## src/rtl/sfifo_pkg.sv

```systemverilog
package sfifo_pkg;
  localparam int unsigned BYTE_W = 8;

  // Number of eighths of the depth selected by a threshold code.
  function automatic int unsigned trig_eighths(input logic [2:0] sel);
    case (sel)
      3'd0:    return 1;
      3'd1:    return 2;
      3'd2:    return 4;
      3'd3:    return 6;
      default: return 7;
    endcase
  endfunction
endpackage

```

## src/rtl/sfifo_queue.sv

```systemverilog
module sfifo_queue #(
  parameter int unsigned DEPTH = 16,
  parameter int unsigned DW    = 8,
  localparam int unsigned AW   = $clog2(DEPTH),
  localparam int unsigned LW   = $clog2(DEPTH + 1)
) (
  input  logic          clk,
  input  logic          rst_n,
  input  logic          deep_mode,
  input  logic          in_valid,
  output logic          in_ready,
  input  logic [DW-1:0] in_data,
  output logic          out_valid,
  input  logic          out_ready,
  output logic [DW-1:0] out_data,
  output logic [LW-1:0] level,
  output logic          full,
  output logic          empty
);
  logic [DW-1:0] mem [DEPTH];
  logic [AW-1:0] wr_ptr, rd_ptr;
  logic [LW-1:0] count, capacity;
  logic          do_push, do_pop;

  assign capacity  = deep_mode ? LW'(DEPTH) : LW'(1);
  assign full      = (count >= capacity);
  assign empty     = (count == '0);
  assign in_ready  = !full;
  assign out_valid = !empty;
  assign out_data  = mem[rd_ptr];
  assign level     = count;
  assign do_push   = in_valid && in_ready;
  assign do_pop    = out_valid && out_ready;

  always_ff @(posedge clk) begin
    if (!rst_n) begin
      wr_ptr <= '0;
      rd_ptr <= '0;
      count  <= '0;
    end else begin
      if (do_push) wr_ptr <= wr_ptr + AW'(1);
      if (do_pop)  rd_ptr <= rd_ptr + AW'(1);
      case ({do_push, do_pop})
        2'b10:   count <= count + LW'(1);
        2'b01:   count <= count - LW'(1);
        default: count <= count;
      endcase
    end
  end

  always_ff @(posedge clk) begin
    if (do_push) mem[wr_ptr] <= in_data;
  end
endmodule

```

## src/rtl/sfifo_trigger.sv

```systemverilog
module sfifo_trigger
  import sfifo_pkg::*;
#(
  parameter int unsigned DEPTH  = 16,
  parameter bit          IS_TX  = 1'b0,
  localparam int unsigned LW    = $clog2(DEPTH + 1)
) (
  input  logic          deep_mode,
  input  logic [2:0]    sel,
  input  logic [LW-1:0] level,
  output logic          irq,
  output logic          dma_single,
  output logic          dma_burst
);
  logic [LW-1:0] thresh;
  logic          hit;

  assign thresh = LW'((DEPTH * trig_eighths(sel)) / 8);

  generate
    if (IS_TX) begin : g_tx
      always_comb begin
        dma_single = deep_mode ? (level < LW'(DEPTH)) : (level == '0);
        hit        = deep_mode ? (level <= thresh)    : (level == '0);
      end
    end else begin : g_rx
      always_comb begin
        dma_single = (level != '0);
        hit        = deep_mode ? (level >= thresh) : (level != '0);
      end
    end
  endgenerate

  assign irq       = hit;
  assign dma_burst = hit;
endmodule

```

## src/rtl/sfifo_pair.sv

```systemverilog
module sfifo_pair
  import sfifo_pkg::*;
#(
  parameter int unsigned DEPTH = 16,
  localparam int unsigned LW   = $clog2(DEPTH + 1)
) (
  input  logic              clk,
  input  logic              rst_n,
  input  logic              fifo_en,
  input  logic [2:0]        tx_trig_sel,
  input  logic [2:0]        rx_trig_sel,
  input  logic              shift_busy,
  input  logic              tx_in_valid,
  output logic              tx_in_ready,
  input  logic [BYTE_W-1:0] tx_in_data,
  output logic              tx_out_valid,
  input  logic              tx_out_ready,
  output logic [BYTE_W-1:0] tx_out_data,
  input  logic              rx_in_valid,
  output logic              rx_in_ready,
  input  logic [BYTE_W-1:0] rx_in_data,
  output logic              rx_out_valid,
  input  logic              rx_out_ready,
  output logic [BYTE_W-1:0] rx_out_data,
  output logic              tx_irq,
  output logic              rx_irq,
  output logic              eot_irq,
  output logic              tx_dma_single,
  output logic              tx_dma_burst,
  output logic              rx_dma_single,
  output logic              rx_dma_burst,
  output logic              tx_full,
  output logic              tx_empty,
  output logic [LW-1:0]     tx_level,
  output logic              rx_full,
  output logic              rx_empty,
  output logic [LW-1:0]     rx_level
);
  sfifo_queue #(.DEPTH(DEPTH), .DW(BYTE_W)) u_txq (
    .clk, .rst_n, .deep_mode(fifo_en),
    .in_valid(tx_in_valid), .in_ready(tx_in_ready), .in_data(tx_in_data),
    .out_valid(tx_out_valid), .out_ready(tx_out_ready), .out_data(tx_out_data),
    .level(tx_level), .full(tx_full), .empty(tx_empty)
  );

  sfifo_queue #(.DEPTH(DEPTH), .DW(BYTE_W)) u_rxq (
    .clk, .rst_n, .deep_mode(fifo_en),
    .in_valid(rx_in_valid), .in_ready(rx_in_ready), .in_data(rx_in_data),
    .out_valid(rx_out_valid), .out_ready(rx_out_ready), .out_data(rx_out_data),
    .level(rx_level), .full(rx_full), .empty(rx_empty)
  );

  sfifo_trigger #(.DEPTH(DEPTH), .IS_TX(1'b1)) u_txtrig (
    .deep_mode(fifo_en), .sel(tx_trig_sel), .level(tx_level),
    .irq(tx_irq), .dma_single(tx_dma_single), .dma_burst(tx_dma_burst)
  );

  sfifo_trigger #(.DEPTH(DEPTH), .IS_TX(1'b0)) u_rxtrig (
    .deep_mode(fifo_en), .sel(rx_trig_sel), .level(rx_level),
    .irq(rx_irq), .dma_single(rx_dma_single), .dma_burst(rx_dma_burst)
  );

  assign eot_irq = tx_empty && !shift_busy;
endmodule

```

## config.mk

```make
export PLATFORM = sky130hd
export DESIGN_NAME = sfifo_pair
export DESIGN_NICKNAME = d
export VERILOG_FILES = /design/src/rtl/sfifo_pkg.sv /design/src/rtl/sfifo_queue.sv /design/src/rtl/sfifo_trigger.sv /design/src/rtl/sfifo_pair.sv
export SDC_FILE = /design/constraint.sdc
export NUM_CORES = 1
export LEC_CHECK = 0
export CORE_ASPECT_RATIO = 1.25
export CORE_MARGIN = 1.5
export CORE_UTILIZATION = 55
export DETAILED_ROUTE_END_ITERATION = 16
export DONT_BUFFER_PORTS = 1
export PLACE_DENSITY = 0.72
export SLEW_MARGIN = 10
export SYNTH_ARGS = -nofsm -noshare
export SYNTH_HDL_FRONTEND = slang
export SYNTH_SLANG_ARGS = --single-unit
export TNS_END_PERCENT = 30
```

## constraint.sdc

```tcl
create_clock -name clk -period 9.1 [get_ports clk]
set_clock_uncertainty 0.2 [all_clocks]
set_input_delay 2.275 -clock clk [delete_from_list [all_inputs] [get_ports clk]]
set_output_delay 2.275 -clock clk [all_outputs]
set_load 0.02 [all_outputs]
```

==> flow_summary.toml <==
[clock_network]
clock-sinks = 290
clock_path_buffers = 3
holdBufCountCts = 0
cts-resized-gates = 0
insertion_delay_ps = 530
htree_levels = 1
root_buffer = "clkbuf_16"
path_clk_slew_ps = 60
tritoncts = "built"
cts_made_buffers = 28
cts_setup_buffers = 0

[die]
die_w_um = 134.4
pin_count = 71
dieArea_um2 = 22460
die_h_um = 167.2
rows = 59
coreArea_um2 = 20970
start_util_pct = 56.58

[placed_design]
portBuffers = 0
gp_congestion = 0.8049
place_hpwl_mm = 14.67
dpl.cell_count = 922
preCtsSetupSlack_ps = 2849
placed_area_um2 = 12110

[outcome]
status = "complete, no violations"

[sta]
layout_min_cycle_time_ps = 6260
slew_headroom_pct = 21.65
report.final.slew_viol_count = 0
layout_setup_ws_ps = 2840
rsz0062_at_grt = "no"
finalSetupViolCount = 0
hold-worst-slack_ps = 319.0
hold_viol_final = 0
worstMarginPinSlew_ps = 1166
timing.setup.tns_ps = 0
fmax_mhz = 159.8
fin_crit_sh_pct = 68.79

[grt]
track_usage_pct = 20.09
grt_max_degree = 39
first_global_vias = 6161
grt.overflow.total = 0
grt_pass1_wl_mm = 34.49
antenna_found_initial = 0

[finish]
final_util_pct = 62.05
n_fill_cell = 1456
post-route-cell-area_um2 = 13010
n_antenna_cell = 0
drive_gt1_share_pct = 18.86
fin_nets = 738
stdcell_count = 974
area_delta_synth_final_pct = 9.673

[drt]
drt_iter0_drc = 426
viasPerCell = 5.932
wire_per_inst_um = 22.26
route.detailed.drc = 0
via_count = 5778
dr.pass1.iters = 5
finalWirelength_mm = 21.68
ant_nets = 0

[min_path]
hold_class = "flop to flop"
holdPathStages = 2

[pwr]
p_total_mw = 3.586
peakVddDrop_mv = 0.1895
p_leak_nw = 4.284
power.density_nw_per_um2 = 275.6

[worst_setup_path]
setup.worst_path.class = "primary input to output port"
critical_path_arrival_ps = 3780
worstPathRequired_ps = 6630
worst-path-max-fanout = 3
ff2ff_path_depth = 11
end_kind = "output port"
startpoint_type = "primary input"

[synth]
ys_seq_area_share_pct = 70.55
syn_inst = 675
synthArstFlopShare_pct = 0
ys.flop_type = "edfxtp_1"
synth_edf_count = 256
synth-seq-cells = 290
netlist_area_um2 = 11860
synth_cell_types = 39
syn-mean-instance-area_um2 = 17.57
synth_nets = 735
synth_warnings = 0

[run]
drv_cap = 0
[report_power, final]
group | internal, mW | switching (mW) | total [mW]
Clock | 0.610 | 0.469 | 1.08
Sequential | 1.53 | 0.0750 | 1.60
Combinational | 0.369 | 0.534 | 0.902
[critical path, stage by stage]
cell,delay [ps]
o21bai_1,140
ha_1,280
nand2b_1,50
a21boi_0,160
o21ai_0,90
a31oi_1,780
[per-layer routing]
| metal | share of wire (%) | track usage [%] | vias to the layer above |
|---|---|---|---|
| met4 | 2.7 | 6.685 | 0 |
| met5 | 0 | 0 | - |
| li1 | - | - | 2641 |
| met3 | 4.8 | 3.179 | 37 |
| met2 | 55 | 37.17 | 131 |
| met1 | 37 | 23.73 | 2969 |
[Yosys cell counts (10+ instances only)]
cell / count / area [µm²]
and2_1: 16 / 100.1
inv_1: 21 / 78.83
dfxtp_1: 34 / 680.7
clkbuf_1: 17 / 63.81
nand2_1: 38 / 142.6
ha_1: 28 / 350.3
mux2i_1: 10 / 100.1
a22oi_1: 32 / 240.2
nor2_1: 41 / 153.9
edfxtp_1: 256 / 7687
mux4_2: 64 / 1441
o21ai_0: 12 / 60.06
nand2b_1: 16 / 100.1
[final timing paths]
| path | to | slack [ps] | startpoint |
|---|---|---|---|
| worst max-delay path | rx_dma_burst | 2840 | rx_trig_sel[2] |
| worst min-delay path | u_txq.rd_ptr[3] | 320 | u_txq.rd_ptr[3] |
| worst max register to register | u_txq.level[3] | 5580 | u_txq.level[0] |
| worst min register to register | u_txq.rd_ptr[3] | 320 | u_txq.rd_ptr[3] |
[cell usage in the layout (no fill, tap or decap), types with 10 or more instances in the layout]
master,synthesis,final
a22oi_1,32,32
and2_1,16,16
clkbuf_16,0,28
dfxtp_1,34,32
edfxtp_1,256,256
ha_1,28,28
inv_1,21,21
mux2i_1,10,10
mux4_2,64,64
nand2_1,38,38
nand2b_1,16,16
nor2_1,41,41
o21ai_0,12,12
[sequential cells by signal (all words and copies together), names as in the netlist, named ones only]
register	count
u_rxq.mem	128
u_txq.rd_ptr	4
u_txq.level	5
u_rxq.wr_ptr	4
u_rxq.level	5
u_txq.mem	128
u_txq.wr_ptr	4
u_rxq.rd_ptr	4
[final cells by class]
class / instances / area [µm²] / area share [%]
clock buffers: 34 / 743.2 / 5.713
inverters: 21 / 78.83 / 0.6059
well taps: 274 / 342.8 / 2.635
repair buffers: 7 / 52.55 / 0.4040
clock inverters: 18 / 127.6 / 0.9811
multi-input cells: 330 / 3293 / 25.32
flip-flops and latches: 290 / 8371 / 64.35
[kinds of logic after synthesis]
group,count (synthesis),share of synthesized area (%)
DFF,290,70.55
muxes,74,13.00
xor gates and xnor gates,10,0.7384
AOI/OAI and AO/OA,65,4.167
buffers and inverters,55,1.899
adders and majority gates,30,3.291
and+or+nand+nor,151,6.361
(Power assumes the default switching activity.)
